==> config.mk <==
export PLATFORM = sky130hd
export DESIGN_NAME = ushift_unit
export DESIGN_NICKNAME = d
export VERILOG_FILES = /design/src/rtl/ushift_pkg.sv /design/src/rtl/ushift_ctrl.sv /design/src/rtl/ushift_datapath.sv /design/src/rtl/ushift_unit.sv
export SDC_FILE = /design/constraint.sdc
export NUM_CORES = 1
export LEC_CHECK = 0
export BUFFER_PORTS_ARGS = -buffer_cell sky130_fd_sc_hd__buf_2
export CORE_MARGIN = 1
export CORE_UTILIZATION = 39
export DETAILED_ROUTE_END_ITERATION = 7
export PLACE_DENSITY_LB_ADDON = 0.25
export SLEW_MARGIN = 20
export SYNTH_ARGS = -nofsm -noshare
export SYNTH_HDL_FRONTEND = slang
export SYNTH_SLANG_ARGS = --single-unit
==> constraint.sdc <==
create_clock -name vclk -period 10.49
set_input_delay 1.049 -clock vclk [all_inputs]
set_output_delay 1.049 -clock vclk [all_outputs]
set_load 0.005 [all_outputs]
==> src/rtl/ushift_pkg.sv <==
package ushift_pkg;

  typedef enum logic [3:0] {
    OP_NEG  = 4'd0,
    OP_COM  = 4'd1,
    OP_CLR  = 4'd2,
    OP_INC  = 4'd3,
    OP_DEC  = 4'd4,
    OP_ROL  = 4'd5,
    OP_ROR  = 4'd6,
    OP_SHL  = 4'd7,
    OP_SAR  = 4'd8,
    OP_SHR  = 4'd9,
    OP_SHLW = 4'd10,
    OP_SHRW = 4'd11
  } unaryOpE;

  typedef enum logic [2:0] {
    SRC_PASS,
    SRC_NEG,
    SRC_COM,
    SRC_CLR,
    SRC_INC,
    SRC_DEC,
    SRC_SHL,
    SRC_SHR
  } srcSelE;

  typedef enum logic [1:0] {
    FILL_ZERO,
    FILL_CARRY,
    FILL_SIGN
  } fillSelE;

  typedef enum logic [2:0] {
    V_CLEAR,
    V_NXORC,
    V_NEGOVF,
    V_INCOVF,
    V_DECOVF
  } vRuleE;

  typedef enum logic [1:0] {
    C_CLEAR,
    C_SET,
    C_SHIFTOUT,
    C_NONZERO
  } cRuleE;

  localparam int FlagN = 3;
  localparam int FlagZ = 2;
  localparam int FlagV = 1;
  localparam int FlagC = 0;
  localparam int FlagCount = 4;

  typedef struct packed {
    srcSelE               src;
    logic                 wide;
    fillSelE              fill;
    vRuleE                vRule;
    cRuleE                cRule;
    logic [FlagCount-1:0] flagEn;
  } strobeT;

endpackage

==> src/rtl/ushift_ctrl.sv <==
module ushift_ctrl
  import ushift_pkg::*;
(
  input  logic [3:0] opSel,
  output strobeT     strobe
);

  localparam logic [FlagCount-1:0] AllFlags = '1;
  localparam logic [FlagCount-1:0] NoCarry  = 4'b1110;

  always_comb begin
    strobe.src    = SRC_PASS;
    strobe.wide   = 1'b0;
    strobe.fill   = FILL_ZERO;
    strobe.vRule  = V_CLEAR;
    strobe.cRule  = C_CLEAR;
    strobe.flagEn = '0;
    case (opSel)
      OP_NEG: begin
        strobe.src    = SRC_NEG;
        strobe.vRule  = V_NEGOVF;
        strobe.cRule  = C_NONZERO;
        strobe.flagEn = AllFlags;
      end
      OP_COM: begin
        strobe.src    = SRC_COM;
        strobe.cRule  = C_SET;
        strobe.flagEn = AllFlags;
      end
      OP_CLR: begin
        strobe.src    = SRC_CLR;
        strobe.flagEn = AllFlags;
      end
      OP_INC: begin
        strobe.src    = SRC_INC;
        strobe.vRule  = V_INCOVF;
        strobe.flagEn = NoCarry;
      end
      OP_DEC: begin
        strobe.src    = SRC_DEC;
        strobe.vRule  = V_DECOVF;
        strobe.flagEn = NoCarry;
      end
      OP_ROL: begin
        strobe.src    = SRC_SHL;
        strobe.fill   = FILL_CARRY;
        strobe.vRule  = V_NXORC;
        strobe.cRule  = C_SHIFTOUT;
        strobe.flagEn = AllFlags;
      end
      OP_ROR: begin
        strobe.src    = SRC_SHR;
        strobe.fill   = FILL_CARRY;
        strobe.vRule  = V_NXORC;
        strobe.cRule  = C_SHIFTOUT;
        strobe.flagEn = AllFlags;
      end
      OP_SHL: begin
        strobe.src    = SRC_SHL;
        strobe.vRule  = V_NXORC;
        strobe.cRule  = C_SHIFTOUT;
        strobe.flagEn = AllFlags;
      end
      OP_SAR: begin
        strobe.src    = SRC_SHR;
        strobe.fill   = FILL_SIGN;
        strobe.vRule  = V_NXORC;
        strobe.cRule  = C_SHIFTOUT;
        strobe.flagEn = AllFlags;
      end
      OP_SHR: begin
        strobe.src    = SRC_SHR;
        strobe.vRule  = V_NXORC;
        strobe.cRule  = C_SHIFTOUT;
        strobe.flagEn = AllFlags;
      end
      OP_SHLW: begin
        strobe.src    = SRC_SHL;
        strobe.wide   = 1'b1;
        strobe.vRule  = V_NXORC;
        strobe.cRule  = C_SHIFTOUT;
        strobe.flagEn = AllFlags;
      end
      OP_SHRW: begin
        strobe.src    = SRC_SHR;
        strobe.wide   = 1'b1;
        strobe.vRule  = V_NXORC;
        strobe.cRule  = C_SHIFTOUT;
        strobe.flagEn = AllFlags;
      end
      default: ;
    endcase
  end

endmodule

==> src/rtl/ushift_datapath.sv <==
module ushift_datapath
  import ushift_pkg::*;
#(
  parameter int ByteW = 8
) (
  input  strobeT                  strobe,
  input  logic [2*ByteW-1:0]      operandIn,
  input  logic                    carryIn,
  output logic [2*ByteW-1:0]      resultOut,
  output logic [FlagCount-1:0]    flagOut
);

  localparam int WordW = 2 * ByteW;
  localparam logic [ByteW-1:0] One    = ByteW'(1);
  localparam logic [ByteW-1:0] MinNeg = {1'b1, {(ByteW-1){1'b0}}};
  localparam logic [ByteW-1:0] MaxPos = ~MinNeg;

  logic [ByteW-1:0] loByte;
  logic [ByteW-1:0] hiByte;
  logic             fillBit;
  logic [ByteW-1:0] narrowRes;
  logic             narrowOut;
  logic [WordW-1:0] wideRes;
  logic             wideOut;
  logic             shiftOut;
  logic             nBit;
  logic             zBit;
  logic             vBit;
  logic             cBit;

  assign loByte = operandIn[ByteW-1:0];
  assign hiByte = operandIn[WordW-1:ByteW];

  always_comb begin
    case (strobe.fill)
      FILL_CARRY: fillBit = carryIn;
      FILL_SIGN:  fillBit = strobe.wide ? operandIn[WordW-1] : loByte[ByteW-1];
      default:    fillBit = 1'b0;
    endcase
  end

  always_comb begin
    narrowOut = 1'b0;
    case (strobe.src)
      SRC_NEG:  narrowRes = ~loByte + One;
      SRC_COM:  narrowRes = ~loByte;
      SRC_CLR:  narrowRes = '0;
      SRC_INC:  narrowRes = loByte + One;
      SRC_DEC:  narrowRes = loByte - One;
      SRC_SHL: begin
        narrowRes = {loByte[ByteW-2:0], fillBit};
        narrowOut = loByte[ByteW-1];
      end
      SRC_SHR: begin
        narrowRes = {fillBit, loByte[ByteW-1:1]};
        narrowOut = loByte[0];
      end
      default:  narrowRes = loByte;
    endcase
  end

  always_comb begin
    if (strobe.src == SRC_SHL) begin
      wideRes = {operandIn[WordW-2:0], fillBit};
      wideOut = operandIn[WordW-1];
    end else begin
      wideRes = {fillBit, operandIn[WordW-1:1]};
      wideOut = operandIn[0];
    end
  end

  assign resultOut = strobe.wide ? wideRes : {hiByte, narrowRes};
  assign shiftOut  = strobe.wide ? wideOut : narrowOut;
  assign nBit      = strobe.wide ? wideRes[WordW-1] : narrowRes[ByteW-1];
  assign zBit      = strobe.wide ? (wideRes == '0) : (narrowRes == '0);

  always_comb begin
    case (strobe.cRule)
      C_SET:      cBit = 1'b1;
      C_SHIFTOUT: cBit = shiftOut;
      C_NONZERO:  cBit = (narrowRes != '0);
      default:    cBit = 1'b0;
    endcase
  end

  always_comb begin
    case (strobe.vRule)
      V_NXORC:  vBit = nBit ^ cBit;
      V_NEGOVF: vBit = (narrowRes == MinNeg);
      V_INCOVF: vBit = (loByte == MaxPos);
      V_DECOVF: vBit = (loByte == MinNeg);
      default:  vBit = 1'b0;
    endcase
  end

  always_comb begin
    flagOut        = '0;
    flagOut[FlagN] = nBit;
    flagOut[FlagZ] = zBit;
    flagOut[FlagV] = vBit;
    flagOut[FlagC] = cBit;
    flagOut        = flagOut & strobe.flagEn;
  end

endmodule

==> src/rtl/ushift_unit.sv <==
module ushift_unit
  import ushift_pkg::*;
#(
  parameter int ByteW = 8
) (
  input  logic [3:0]         opSel,
  input  logic [2*ByteW-1:0] operandIn,
  input  logic               carryIn,
  output logic [2*ByteW-1:0] resultOut,
  output logic [3:0]         flagOut,
  output logic [3:0]         flagEn
);

  strobeT strobe;

  ushift_ctrl u_ctrl (
    .opSel  (opSel),
    .strobe (strobe)
  );

  ushift_datapath #(.ByteW(ByteW)) u_dp (
    .strobe    (strobe),
    .operandIn (operandIn),
    .carryIn   (carryIn),
    .resultOut (resultOut),
    .flagOut   (flagOut)
  );

  assign flagEn = strobe.flagEn;

endmodule

==> results of run 1 <==
-- power by group through the flow --
stage	Sequential, W	Combinational (W)	Clock, W
finish	0	0.0000745	0
floorplan	0	0.0000521	0
global route	0	0.0000830	0
CTS	0	0.0000740	0
global placement	0	0.0000741	0
detailed placement	0	0.0000737	0
-- critical path, stage by stage --
cell and delay, ns:
buf_2 0.26, nor4b_2 0.32, buf_4 0.23, ha_1 0.25, a211oi_1 0.36, o21ba_2 0.23, o211ai_2 0.09, o221a_1 0.26
or4_1 0.57, or3_1 0.40, o31ai_2 0.18, buf_2 0.14
-- synth_stat cells (2+ instances only) --
cell type and instances:
o22ai_1 4, xnor2_1 4, nand4_1 3, nor4_1 5
nor2b_1 5, nor2_1 22, a211oi_1 2, buf_2 5
a21oi_1 13, nor3b_1 2, or3_1 3, a22oi_1 5
a22o_1 2, mux2i_1 9, clkbuf_1 10, nand2b_1 3
nand3b_1 2, o211ai_1 2, buf_6 2, nor3_1 7
mux2_2 2, o31ai_1 2, inv_1 12, ha_1 9
a31oi_1 3, buf_4 5, o21a_1 3, and3_1 2
buf_1 2, and2_1 4, o221ai_1 2, o21ai_0 21
nand2_1 25, xor2_1 2, or4_1 4, nand3_1 10
or2_2 3
-- cell families (layout without fill, tap and decap cells) --
| kind of cell | Yosys count | in the layout | share of synthesized area |
|---|---|---|---|
| buf+inv | 36 | 58 | 0.110 |
| simple gates | 105 | 105 | 0.346 |
| xor+xnor | 6 | 6 | 0.0330 |
| fa+ha+maj | 10 | 10 | 0.0832 |
| mux | 13 | 13 | 0.0871 |
| compound gates | 79 | 79 | 0.341 |
-- layout by cell type (no fill, tap or decap), drive strengths merged, types with 7 or more instances in the layout --
cell    n
mux2i   9
inv    12
nand3  10
buf    46
nor2   22
nand2  25
o21ai  21
a21oi  13
nor3    7
ha      9
-- area by class of cell --
class,instances,area (µm²)
fillers,434,2040
inverters,12,45.0
multi-input cells,213,1420
well taps,48,60.1
repair buffers,46,233
-- worst paths after layout --
path / end / slack, ns / cells past startpoint
max: flagOut[2] / 5.08 / 12
min: resultOut[9] / 2.41 / 4
-- metrics by stage --
| stage | total power (W) | worst slack (ns) | hold slack (ns) | instances |
|---|---|---|---|---|
| after floorplan | 0.0000521 | 5.19 | 2.20 | 249 |
| after global placement | 0.0000741 | 5.21 | 2.42 | 319 |
| after detailed placement | 0.0000737 | 5.10 | 2.42 | 319 |
| after CTS | 0.0000740 | 5.09 | 2.42 | 319 |
| after global routing | 0.0000830 | 4.90 | 2.45 | 319 |
| final | 0.0000745 | 5.08 | 2.41 | 319 |
-- routing by layer --
metal / global-route usage / wire [µm]
met2: 0.364 / 2110
met4: 0.0160 / 4
met3: 0.0155 / 361
met1: 0.342 / 2400
met5: 0 / 0
==> impl_metrics.env, run 1 <==
export IMPL_remaining_routing_drc_violations=0
export IMPL_cellInternalPower_w=0.0000307
export IMPL_maxSlewHeadroom=0.463
export IMPL_syn_inst=249
export IMPL_drtIter0Drc=136
export IMPL_slew_violations=0
export IMPL_share_seq_of_total_power=0
export IMPL_syn2layout_area_growth_pct=10.2
export IMPL_post_cts_buffers=0
export IMPL_timing_critical_path_from_type="input port"
export IMPL_synth_warning_count=0
export IMPL_worstHoldPathType="in2out"
export IMPL_final_min_clock_period_ns=5.41
export IMPL_ant_nets=0
export IMPL_n_antenna_cell=0
export IMPL_synth_top_area_cell="ha_1"
export IMPL_ctsHoldBuffers=0
export IMPL_cp_end_kind="output pin"
export IMPL_postCtsResizedCells=0
export IMPL_mapped_area_um2=1590
export IMPL_max_slew_worst_pin_slew_ns=0.795
export IMPL_final_nets=304
export IMPL_timing_critical_path_arrival_ns=4.36
export IMPL_initial_drt_pass_iterations=4
export IMPL_clkbuf_count=0
export IMPL_grt_first_pass_wirelength_mm=8.06
export IMPL_route_vias_total=1944
export IMPL_die_h_um=65.9
export IMPL_std_cell_rows=22
export IMPL_gpl_wtd_cong=0.846
export IMPL_min_delay_start="operandIn[9]"
export IMPL_mean_number_of_vias_per_cell=6.09
export IMPL_die_width_um=65.9
export IMPL_design_area_um2=1760
export IMPL_grt_max_degree=34
export IMPL_global_route_usage_total=0.228
export IMPL_buffer_ports_inserted=45
export IMPL_synth_top_cell_area_share=0.0706
export IMPL_hpwl_mm=3.70
export IMPL_p_comb_frac=1.000
export IMPL_grt_ovfl_total=0
export IMPL_finalHoldViolCount=0
export IMPL_postRouteWirelength_mm=4.87
export IMPL_fp_dieArea_um2=4350
export IMPL_route_detailed_wl_per_inst_um=15.3
export IMPL_setup_repair_after_global_routing_missed_its_margin="no"
export IMPL_initial_utilization=0.420
export IMPL_power_per_cell_area_nw_per_um2=42.4
export IMPL_ios=45
export IMPL_final_layout_size_suffix_gt1_frac=0.218
export IMPL_clockPowerShare=0
export IMPL_clock_fmax_ghz=0.185
export IMPL_first_global_vias=1707
export IMPL_critPathRequiredTime_ns=9.44
export IMPL_max_cap_violations=0
export IMPL_setup_total_negative_slack_ns=0
export IMPL_final_period_util=0.515
export IMPL_finish_utilization=0.462
export IMPL_detailed_place_area_um2=1760
export IMPL_synth_cell_type_count=65
export IMPL_leakage_component_of_the_power_nw=0.742
export IMPL_vdd_ir_drop_worst_mv=0.0204
export IMPL_critPathKind="in2out"
export IMPL_coreArea_um2=3800
export IMPL_yosysSeqAreaShare=0
export IMPL_mean_post_synth_cell_area_um2=6.40
export IMPL_synth_nets=280
export IMPL_critical_path_startpoint="opSel[3]"
export IMPL_cells_taking_the_most_area_after_synthesis="ha_1 7.1%, o21ai_0 6.6%, nand2_1 5.9%, mux2i_1 5.7%, nor2_1 5.2%"
export IMPL_net_switching_power_w=0.0000438
export IMPL_crit_path_max_fanout=33
export IMPL_seq_area_um2=0
export IMPL_outcome="finished clean"
export IMPL_seq_cell_count=0
export IMPL_power_share_switching=0.588
export IMPL_grt_antenna_before_repair=0
export IMPL_setup_violations_final=0
No activity file was read; power rests on OpenSTA's default activity.
==> run 2: changes to the inputs <==
- clock period: 10.49 -> 4.9 ns (I/O delays scaled with it)
==> impl_metrics.env, run 2 (synthesis gave the netlist of run 1 again) <==
export IMPL_outcome="finished clean"
export IMPL_setup_repair_after_global_routing_missed_its_margin="no"
export IMPL_fin_total_pwr_w=0.000162
export IMPL_gpl_wtd_cong=0.889
export IMPL_final_period_util=0.860
export IMPL_cp_end_kind="output pin"
export IMPL_maxSlewHeadroom=0.468
export IMPL_die_h_um=65.9
export IMPL_grt_max_degree=33
export IMPL_max_cap_violations=0
export IMPL_mean_number_of_vias_per_cell=6.10
export IMPL_coreArea_um2=3800
export IMPL_remaining_routing_drc_violations=0
export IMPL_dp_worst_setup_slack_ns=0.705
export IMPL_critPathKind="in2out"
export IMPL_final_min_clock_period_ns=4.21
export IMPL_die_width_um=65.9
export IMPL_fp_dieArea_um2=4350
export IMPL_grt_first_pass_wirelength_mm=8.07
export IMPL_n_antenna_cell=0
export IMPL_hpwl_mm=3.71
export IMPL_setup_violations_final=0
export IMPL_std_cell_rows=22
export IMPL_ios=45
export IMPL_design_area_um2=1790
export IMPL_timing_critical_path_from_type="input port"
export IMPL_holdPathStages=4
export IMPL_drtIter0Drc=154
export IMPL_power_per_cell_area_nw_per_um2=90.4
export IMPL_detailed_place_area_um2=1790
export IMPL_fill_cells=419
export IMPL_initial_utilization=0.420
export IMPL_ctsHoldBuffers=0
export IMPL_global_route_usage_total=0.227
export IMPL_finalHoldViolCount=0
export IMPL_clock_fmax_ghz=0.237
export IMPL_final_critical_path_setup_slack_ns=0.686
export IMPL_grt_ovfl_total=0
export IMPL_mostFrequentLayoutCells="45 x buf_2, 25 x nand2_1, 22 x nor2_1"
export IMPL_final_layout_size_suffix_gt1_frac=0.232
export IMPL_seq_area_um2=0
export IMPL_leakage_component_of_the_power_nw=0.766
export IMPL_route_vias_total=1978
export IMPL_seq_cell_count=0
export IMPL_final_nets=309
export IMPL_critPathRequiredTime_ns=4.41
export IMPL_vdd_ir_drop_worst_mv=0.0426
export IMPL_ant_nets=0
export IMPL_final_common_cell="buf_2"
export IMPL_max_slew_worst_pin_slew_ns=0.799
export IMPL_crit_path_max_fanout=20
export IMPL_buffer_ports_inserted=45
export IMPL_timing_critical_path_arrival_ns=3.72
export IMPL_postRouteWirelength_mm=4.91
export IMPL_setup_total_negative_slack_ns=0
export IMPL_clkbuf_count=0
export IMPL_slew_violations=0
export IMPL_syn2layout_area_growth_pct=12.6
export IMPL_post_cts_buffers=0
export IMPL_route_detailed_wl_per_inst_um=15.2
export IMPL_postCtsResizedCells=0
export IMPL_grt_antenna_before_repair=0
export IMPL_initial_drt_pass_iterations=5
export IMPL_first_global_vias=1722
export IMPL_worstHoldPathType="in2out"
[run 2: cell count changes in the layout (fill, tap and decap cells not counted)]
cell / delta
buf_4: +5
[run 2: layout make-up]
| type | instances | area, µm² | area share |
|---|---|---|---|
| multi-input cells | 213 | 1420 | 0.791 |
| inverters | 12 | 45.0 | 0.0251 |
| well taps | 48 | 60.1 | 0.0335 |
| repair buffers | 51 | 270 | 0.151 |
[run 2: metrics by stage]
| stage | std cells | hold WS (ns) | utilization |
|---|---|---|---|
| floorplan | 249 | 1.08 | - |
| global placement | 324 | 1.30 | 0.472 |
| detailed placement | 324 | 1.30 | 0.472 |
| CTS | 324 | 1.30 | 0.472 |
| global route | 324 | 1.32 | 0.472 |
| finish | 324 | 1.29 | 0.472 |
[run 2: per-layer routing]
metal  GRT usage  up-vias  routed length [µm]
met1       0.343      908                2310
met3      0.0138        2                 376
met5           0        -                   0
met2       0.352       82                2200
met4      0.0346        0                  24
li1            -      986                   -
[run 2: worst paths after layout]
check                       to         start  slack (ns)
setup / recovery    flagOut[2]      opSel[2]        0.69
hold / removal    resultOut[9]  operandIn[9]        1.29
[run 2: power by group]
part           leakage, nW  internal (W)  switching [W]
logic                0.766     0.0000681      0.0000942
registers                0             0              0
clock network            0             0              0
[run 2: worst max-delay path: stages]
cell and delay, ns:
buf_2 0.27, nor4b_2 0.27, buf_4 0.24, ha_1 0.25, a211oi_1 0.35, o21ba_2 0.23
o211ai_2 0.09, o221a_1 0.24, or4_1 0.56, or3_1 0.41, o31ai_2 0.18, buf_2 0.14
